==> src/rtl/bus_presc_pkg.sv <==
package bus_presc_pkg;

  localparam int AHB_CODE_W = 4;
  localparam int APB_CODE_W = 3;
  localparam int ADC_CODE_W = 2;
  localparam int DIV_W      = 10;   // holds divisors up to 512

  // Core bus: top bit clear bypasses; otherwise 2..16 then 64..512.
  function automatic logic [DIV_W-1:0] ahb_divisor(input logic [AHB_CODE_W-1:0] code);
    int sh;
    if (!code[AHB_CODE_W-1]) return DIV_W'(1);
    sh = int'(code[AHB_CODE_W-2:0]) + 1;
    if (code[AHB_CODE_W-2]) sh = sh + 1;   // skip the divide-by-32 step
    return DIV_W'(1) << sh;
  endfunction

  // Peripheral bus: top bit clear bypasses; otherwise 2, 4, 8, 16.
  function automatic logic [DIV_W-1:0] apb_divisor(input logic [APB_CODE_W-1:0] code);
    if (!code[APB_CODE_W-1]) return DIV_W'(1);
    return DIV_W'(1) << (int'(code[APB_CODE_W-2:0]) + 1);
  endfunction

  // Converter: even divisors 2, 4, 6, 8.
  function automatic logic [DIV_W-1:0] adc_divisor(input logic [ADC_CODE_W-1:0] code);
    return DIV_W'((int'(code) + 1) * 2);
  endfunction

endpackage

==> src/rtl/presc_decode.sv <==
module presc_decode
  import bus_presc_pkg::*;
(
  input  logic [AHB_CODE_W-1:0] ahb_sel,
  input  logic [APB_CODE_W-1:0] apbl_sel,
  input  logic [APB_CODE_W-1:0] apbh_sel,
  input  logic [ADC_CODE_W-1:0] adc_sel,
  output logic [DIV_W-1:0]      ahb_div,
  output logic [DIV_W-1:0]      apbl_div,
  output logic [DIV_W-1:0]      apbh_div,
  output logic [DIV_W-1:0]      adc_div
);

  always_comb begin
    ahb_div  = ahb_divisor(ahb_sel);
    apbl_div = apb_divisor(apbl_sel);
    apbh_div = apb_divisor(apbh_sel);
    adc_div  = adc_divisor(adc_sel);
  end

endmodule

==> src/rtl/presc_stage.sv <==
// One cascaded divider stage: counts upstream strobes, emits one strobe
// per period, and adopts a new divisor only on its wrap cycle.
module presc_stage #(
  parameter int DIV_W   = 10,
  parameter int RST_DIV = 1
) (
  input  logic             clk,
  input  logic             rst_n,
  input  logic             up_en,
  input  logic [DIV_W-1:0] div_next,
  output logic             strobe
);

  localparam logic [DIV_W-1:0] RST_V = DIV_W'(RST_DIV);

  logic [DIV_W-1:0] cnt_q;
  logic [DIV_W-1:0] div_q;
  logic             wrap;

  assign wrap   = (cnt_q == div_q - 1'b1);
  assign strobe = up_en & wrap;

  always_ff @(posedge clk or negedge rst_n) begin
    if (!rst_n) begin
      cnt_q <= '0;
      div_q <= RST_V;
    end else if (up_en) begin
      if (wrap) begin
        cnt_q <= '0;
        div_q <= div_next;
      end else begin
        cnt_q <= cnt_q + 1'b1;
      end
    end
  end

  assert_latch_on_wrap_R7: assert property (@(posedge clk) disable iff (!rst_n)
    (div_q != $past(div_q)) |-> $past(strobe));

  assert_cnt_bound_R1: assert property (@(posedge clk) disable iff (!rst_n)
    cnt_q < div_q);

  assert_div_nonzero_R7: assert property (@(posedge clk) disable iff (!rst_n)
    div_next != '0);

endmodule

==> src/rtl/bus_stage.sv <==
// Peripheral bus divider with a timer tap that doubles the rate when divided.
module bus_stage #(
  parameter int DIV_W = 10
) (
  input  logic             clk,
  input  logic             rst_n,
  input  logic             up_en,
  input  logic [DIV_W-1:0] div_next,
  output logic             strobe,
  output logic             tim_strobe
);

  logic [DIV_W-1:0] cnt_q;
  logic [DIV_W-1:0] div_q;
  logic [DIV_W-1:0] half_m1;
  logic             wrap;
  logic             mid;

  assign wrap       = (cnt_q == div_q - 1'b1);
  assign half_m1    = (div_q >> 1) - 1'b1;
  assign mid        = (div_q != DIV_W'(1)) && (cnt_q == half_m1);
  assign strobe     = up_en & wrap;
  assign tim_strobe = up_en & (wrap | mid);

  always_ff @(posedge clk or negedge rst_n) begin
    if (!rst_n) begin
      cnt_q <= '0;
      div_q <= DIV_W'(1);
    end else if (up_en) begin
      if (wrap) begin
        cnt_q <= '0;
        div_q <= div_next;
      end else begin
        cnt_q <= cnt_q + 1'b1;
      end
    end
  end

  assert_bus_latch_R7: assert property (@(posedge clk) disable iff (!rst_n)
    (div_q != $past(div_q)) |-> $past(strobe));

  assert_tim_spacing_R5: assert property (@(posedge clk) disable iff (!rst_n)
    (tim_strobe && !strobe && div_q > DIV_W'(2)) |=> !tim_strobe);

endmodule

==> src/rtl/bus_prescale_tree.sv <==
module bus_prescale_tree
  import bus_presc_pkg::*;
#(
  parameter int TICK_DIV = 8
) (
  input  logic                  clk,
  input  logic                  rst_n,
  input  logic [AHB_CODE_W-1:0] ahb_sel,
  input  logic [APB_CODE_W-1:0] apbl_sel,
  input  logic [APB_CODE_W-1:0] apbh_sel,
  input  logic [ADC_CODE_W-1:0] adc_sel,
  output logic                  hclk_en,
  output logic                  pclk_lo_en,
  output logic                  pclk_hi_en,
  output logic                  tim_lo_en,
  output logic                  tim_hi_en,
  output logic                  systick_en,
  output logic                  adc_en
);

  localparam int NBUS = 2;
  localparam logic [DIV_W-1:0] TICK_V = DIV_W'(TICK_DIV);

  logic [DIV_W-1:0] ahb_div, apbl_div, apbh_div, adc_div;
  logic [DIV_W-1:0] bus_div [NBUS];
  logic [NBUS-1:0]  bus_en;
  logic [NBUS-1:0]  tim_en;

  presc_decode u_dec (
    .ahb_sel  (ahb_sel),
    .apbl_sel (apbl_sel),
    .apbh_sel (apbh_sel),
    .adc_sel  (adc_sel),
    .ahb_div  (ahb_div),
    .apbl_div (apbl_div),
    .apbh_div (apbh_div),
    .adc_div  (adc_div)
  );

  // Root stage counts every system clock cycle.
  presc_stage #(.DIV_W(DIV_W), .RST_DIV(1)) u_core (
    .clk      (clk),
    .rst_n    (rst_n),
    .up_en    (1'b1),
    .div_next (ahb_div),
    .strobe   (hclk_en)
  );

  assign bus_div[0] = apbl_div;
  assign bus_div[1] = apbh_div;

  for (genvar b = 0; b < NBUS; b++) begin : g_bus
    bus_stage #(.DIV_W(DIV_W)) u_bus (
      .clk        (clk),
      .rst_n      (rst_n),
      .up_en      (hclk_en),
      .div_next   (bus_div[b]),
      .strobe     (bus_en[b]),
      .tim_strobe (tim_en[b])
    );
  end

  assign pclk_lo_en = bus_en[0];
  assign pclk_hi_en = bus_en[1];
  assign tim_lo_en  = tim_en[0];
  assign tim_hi_en  = tim_en[1];

  presc_stage #(.DIV_W(DIV_W), .RST_DIV(TICK_DIV)) u_tick (
    .clk      (clk),
    .rst_n    (rst_n),
    .up_en    (hclk_en),
    .div_next (TICK_V),
    .strobe   (systick_en)
  );

  presc_stage #(.DIV_W(DIV_W), .RST_DIV(2)) u_adc (
    .clk      (clk),
    .rst_n    (rst_n),
    .up_en    (pclk_hi_en),
    .div_next (adc_div),
    .strobe   (adc_en)
  );

  assert_lo_nest_R6: assert property (@(posedge clk) disable iff (!rst_n)
    pclk_lo_en |-> hclk_en);

  assert_hi_nest_R6: assert property (@(posedge clk) disable iff (!rst_n)
    pclk_hi_en |-> hclk_en);

  assert_adc_nest_R3: assert property (@(posedge clk) disable iff (!rst_n)
    adc_en |-> pclk_hi_en);

  assert_tick_nest_R4: assert property (@(posedge clk) disable iff (!rst_n)
    systick_en |-> hclk_en);

  assert_tim_cover_R5: assert property (@(posedge clk) disable iff (!rst_n)
    (pclk_lo_en |-> tim_lo_en) and (pclk_hi_en |-> tim_hi_en));

endmodule

==> config.mk <==
export PLATFORM = sky130hd
export DESIGN_NAME = bus_prescale_tree
export DESIGN_NICKNAME = d
export VERILOG_FILES = /design/src/rtl/bus_presc_pkg.sv /design/src/rtl/presc_decode.sv /design/src/rtl/presc_stage.sv /design/src/rtl/bus_stage.sv /design/src/rtl/bus_prescale_tree.sv
export SDC_FILE = /design/constraint.sdc
export NUM_CORES = 1
export LEC_CHECK = 0
export ABC_AREA = 1
export BUFFER_PORTS_ARGS = -buffer_cell sky130_fd_sc_hd__buf_2
export CORE_ASPECT_RATIO = 1.25
export CORE_UTILIZATION = 58
export CTS_CLUSTER_SIZE = 40
export DETAILED_ROUTE_END_ITERATION = 10
export GPL_TIMING_DRIVEN = 0
export HOLD_SLACK_MARGIN = 0.03
export PLACE_DENSITY = 0.74
export SKIP_LAST_GASP = 1
export SYNTH_ARGS = -nofsm -noshare
export SYNTH_HDL_FRONTEND = slang
export SYNTH_HIERARCHICAL = 1
export SYNTH_SLANG_ARGS = --single-unit
==> constraint.sdc <==
create_clock -name clk -period 9.76 [get_ports clk]
set_input_delay 1.952 -clock clk [delete_from_list [all_inputs] [get_ports clk]]
set_output_delay 1.952 -clock clk [all_outputs]
set_load 0.01 [all_outputs]
==> results.md <==
- Logic pwr share: between 10% and 20%
- Post-Route WL: ~17000 um
- Core Footprint: between 10000 and 15000 um^2
- Max cap viols: 0
- Setup CP Type: reg2out
- DR iter-0 viols: 373
- Final instance area: 9130 um^2
- Hold buffers post-CTS: 0
- Synth warn: 6
- Slew Limit Fails: 0
- 1st-pass router iterations: 5
- HPWL after DPL: 13300 um
- Final ANT Viol Nets: 0
- Total Die Area: 14900 um^2
- R2R depth: 26
- Largest net degree at the start of global routing: 52
- Vias in the first global route: a little under 7000
- Clk buf depth: 2
- Row count: 48
- Element type at the critical path end: output pin
- FMAX: 0.169 GHz
- Clk Latency, worst-skew pair: 360 ps
- Final min period: 5910 ps
- Initial Utilization: around 60%
- First-pass GRT wire length: between 30000 and 40000 um
- Routed vias/inst: 4.81
- Setup_tns: 0 ps
- Pint: 0.667 mW
- Worst path slowest cell: dfstp_2
- TritonCTS Buffers: 9
- Root Driver: clkbuf_16
- Fillcell total: 1305
- Crit-path most repeated cell: inv_1
- Worst-margin pin slew: 718 ps
- # setup viols final: 0
- Top delay family on crit path: buffers and inverters
- Peak VDD IR: around 0.089 mV
- Sequential share of power: 48.4%
- # nets final: 1414
- Resized cells post-CTS: 0
- Vias: around 7500
- H-tree Lvls: 3
- Worst path bufs/invs: 11
- Antenna violations before repair: 0
- Non-Filler Instances: 1563
- Yosys cell types: 31
- Placed Instances: 1547
- Die width: 110 um
- Clock Power Share: 40.2%
- Asr flop ratio synth: 100%
- Clock Skew: roughly 12 ps
- Ports: 21
- Worst Hold Depth: 2
- Switch share: 26.8%
- RSZ-0062 raised after global routing: false
- Delay of the slowest critical-path stage: roughly 550 ps
- Mapped Cells: 1326
- Overall Global Routing Usage: 25.4%
- CP cell instances: inv_1 > ha_1 > nand2_1 > inv_1 > nor2_1 > nand2_1 > nor2_1 > nand3_1 > nor2_2 > nand4_4 > buf_6 > inv_1 > buf_2 > nand3_4 > buf_6 > inv_1 > buf_2 > nand4_4 > buf_6 > inv_1 > buf_2
- CTS clk-pin slew, worst paths: around 70 ps
- Synth area leader: dfrtp_1
- EDFF count, synth: 0
- Leakage: 5.56 nW
- CP Data Required Time: 7810 ps
- Post-placement cell area: 8830 um^2
- Cell depth of the worst setup path: 21
- DR DRC count: 0
- CP max FO: 10
- Top FF cell, synth: dfrtp_1
- Main area contributors after synthesis: dfrtp_1 (28%), nand2_1 (21%), inv_1 (9.6%)
- Switching power: about 0.24 mW
- Routed WL per cell: between 10 and 15 um
- Status: finished, final reports clean
- Post-Syn Area: 8380 um^2
- Min setup slack post-route: 3850 ps
- Post-synthesis sequential area ratio: about 30%
- Pre-CTS setup slack: 4190 ps
- Total grt overflow: 0
- Setup bufs post-CTS: 0
- Share of cells above drive strength 1: between 10% and 20%
- WHS: 474 ps
- CP arrival: 3960 ps
- Final period utilization: 60.5%
- Headroom to the max-slew limit: 52.1%
- #FFs+latches synth: 100
- Pwr dens: 99.8 nW/um^2
- Hold Fails Final Rpt: 0
- TritonCTS clock tree: done
- # clock sinks: 100
- Placer Congestion: 0.892
- Startpoint Class: register
- Area share of the largest cell type after synthesis: 28.4%
- Number of antenna diodes: 0
- Class of the worst hold path: reg2reg
- Synthesis-to-finish area growth: 8.86%
- Syn Area/Cell: approximately 6.3 um^2
- Die Ht: 136 um
- # port buffers: 20
through the flow:
stage	util (%)	total power [mW]
2_1_floorplan	-	0.523
6_report	65.5	0.911
4_1_cts	65.5	0.920
3_3_place_gp	63.1	0.549
5_1_grt	65.5	0.954
3_5_place_dp	63.4	0.553
flip-flops by register name (all words and copies together) (netlist names):
name,count
u_tick/cnt_q,10
u_adc/div_q,10
u_core/div_q,10
g_bus.u_bus/cnt_q,20
u_adc/cnt_q,10
g_bus.u_bus/div_q,20
u_tick/div_q,10
u_core/cnt_q,10
routing by layer:
metal / track usage [%] / share of wire [%] / up-vias
met1: 32.3 / 48 / 3318
met5: 0 / 0 / -
met3: 2.30 / 1.8 / 19
met4: 9.04 / 1.7 / 0
met2: 44.7 / 48 / 71
li1: - / - / 4116
layout make-up:
type	count	area (um^2)	share of cell area, %
clock buffers	9	225	2.47
clock inverters	7	75.1	0.822
inverters	218	818	8.97
repair buffers	21	130	1.43
multi-input cells	979	4800	52.5
flip-flops and latches	100	2510	27.5
well taps	175	219	2.40
plain buffers	54	355	3.89
placed cells by master, fill, tap and decap left out, types with 2 or more instances in the layout:
cell	n
clkbuf_2	2
nor3_1	16
inv_2	4
nor2_4	10
nor2_1	147
buf_6	7
clkinvlp_4	3
clkbuf_16	9
a21oi_1	9
o21ai_0	13
xor2_1	45
nand3_1	74
nand2_2	10
nand2_1	470
conb_1	28
nor2_2	20
buf_1	2
and3_1	3
o21ai_1	3
nand3b_1	2
clkbuf_1	3
xnor2_1	35
inv_1	214
buf_2	40
nand4_4	3
nand4_1	67
o31ai_1	2
buf_4	20
ha_1	17
dfrtp_1	95
or2_2	3
dfstp_2	5
nand3_4	2
logic make-up after synthesis:
family / share of synthesized area, %
xor+xnor: 8.36
other cells: 0.134
buf+inv: 14.0
fa+ha+maj: 2.54
compound gates: 1.67
flops: 29.9
simple gates: 43.4
worst reg2reg max path, cell delays in order (launching register included):
cell	delay, ps
dfstp_2	550
inv_1	70
ha_1	320
nand2_1	80
inv_1	30
nor2_1	70
nand2_1	60
nor2_1	120
nand3_1	130
nor2_2	140
nand4_4	180
buf_6	210
inv_1	140
buf_2	250
nand3_4	160
buf_6	190
inv_1	120
buf_2	210
nand2_1	70
nor2_1	210
nand4_1	180
nor2_1	210
nand3_1	110
xor2_1	150
inv_1	50
nand2_1	60
inv_1	30
power by group through the flow:
stage                     clock (mW)  sequential (mW)  combinational [mW]
after global routing           0.387            0.442               0.124
after floorplan                    0            0.444              0.0789
after detailed placement           0            0.448               0.105
final                          0.366            0.441               0.105
after CTS                      0.375            0.440               0.105
after global placement             0            0.448               0.101
cell usage after synthesis (3+ instances only):
cell type and n:
nor2_2 20, nand3_1 74, o21ai_0 13, nand2_2 10
nor2_4 10, nand2_1 470, xnor2_1 35, and3_1 3
buf_6 7, a21oi_1 9, inv_2 4, xor2_1 45
o21ai_1 3, inv_1 214, nand4_1 67, nand4_4 3
dfrtp_1 95, or2_2 3, nor2_1 147, dfstp_2 5
clkbuf_1 3, buf_2 21, conb_1 3, ha_1 17
buf_4 19, nor3_1 16
path summary, 6_finish.rpt:
check	from	end	slack [ps]
setup reg to reg	u_core/div_q[0]	u_adc/cnt_q[9]	5560
max in group asynchronous	rst_n	u_tick/div_q[3]	7370
min in group asynchronous	rst_n	g_bus[0].u_bus/cnt_q[7]	1650
hold reg to reg	u_adc/div_q[1]	u_adc/div_q[1]	470
hold / removal	u_adc/div_q[1]	u_adc/div_q[1]	470
setup / recovery	u_core/div_q[0]	adc_en	3850
Note: power is estimated with default switching activity, not from simulation.
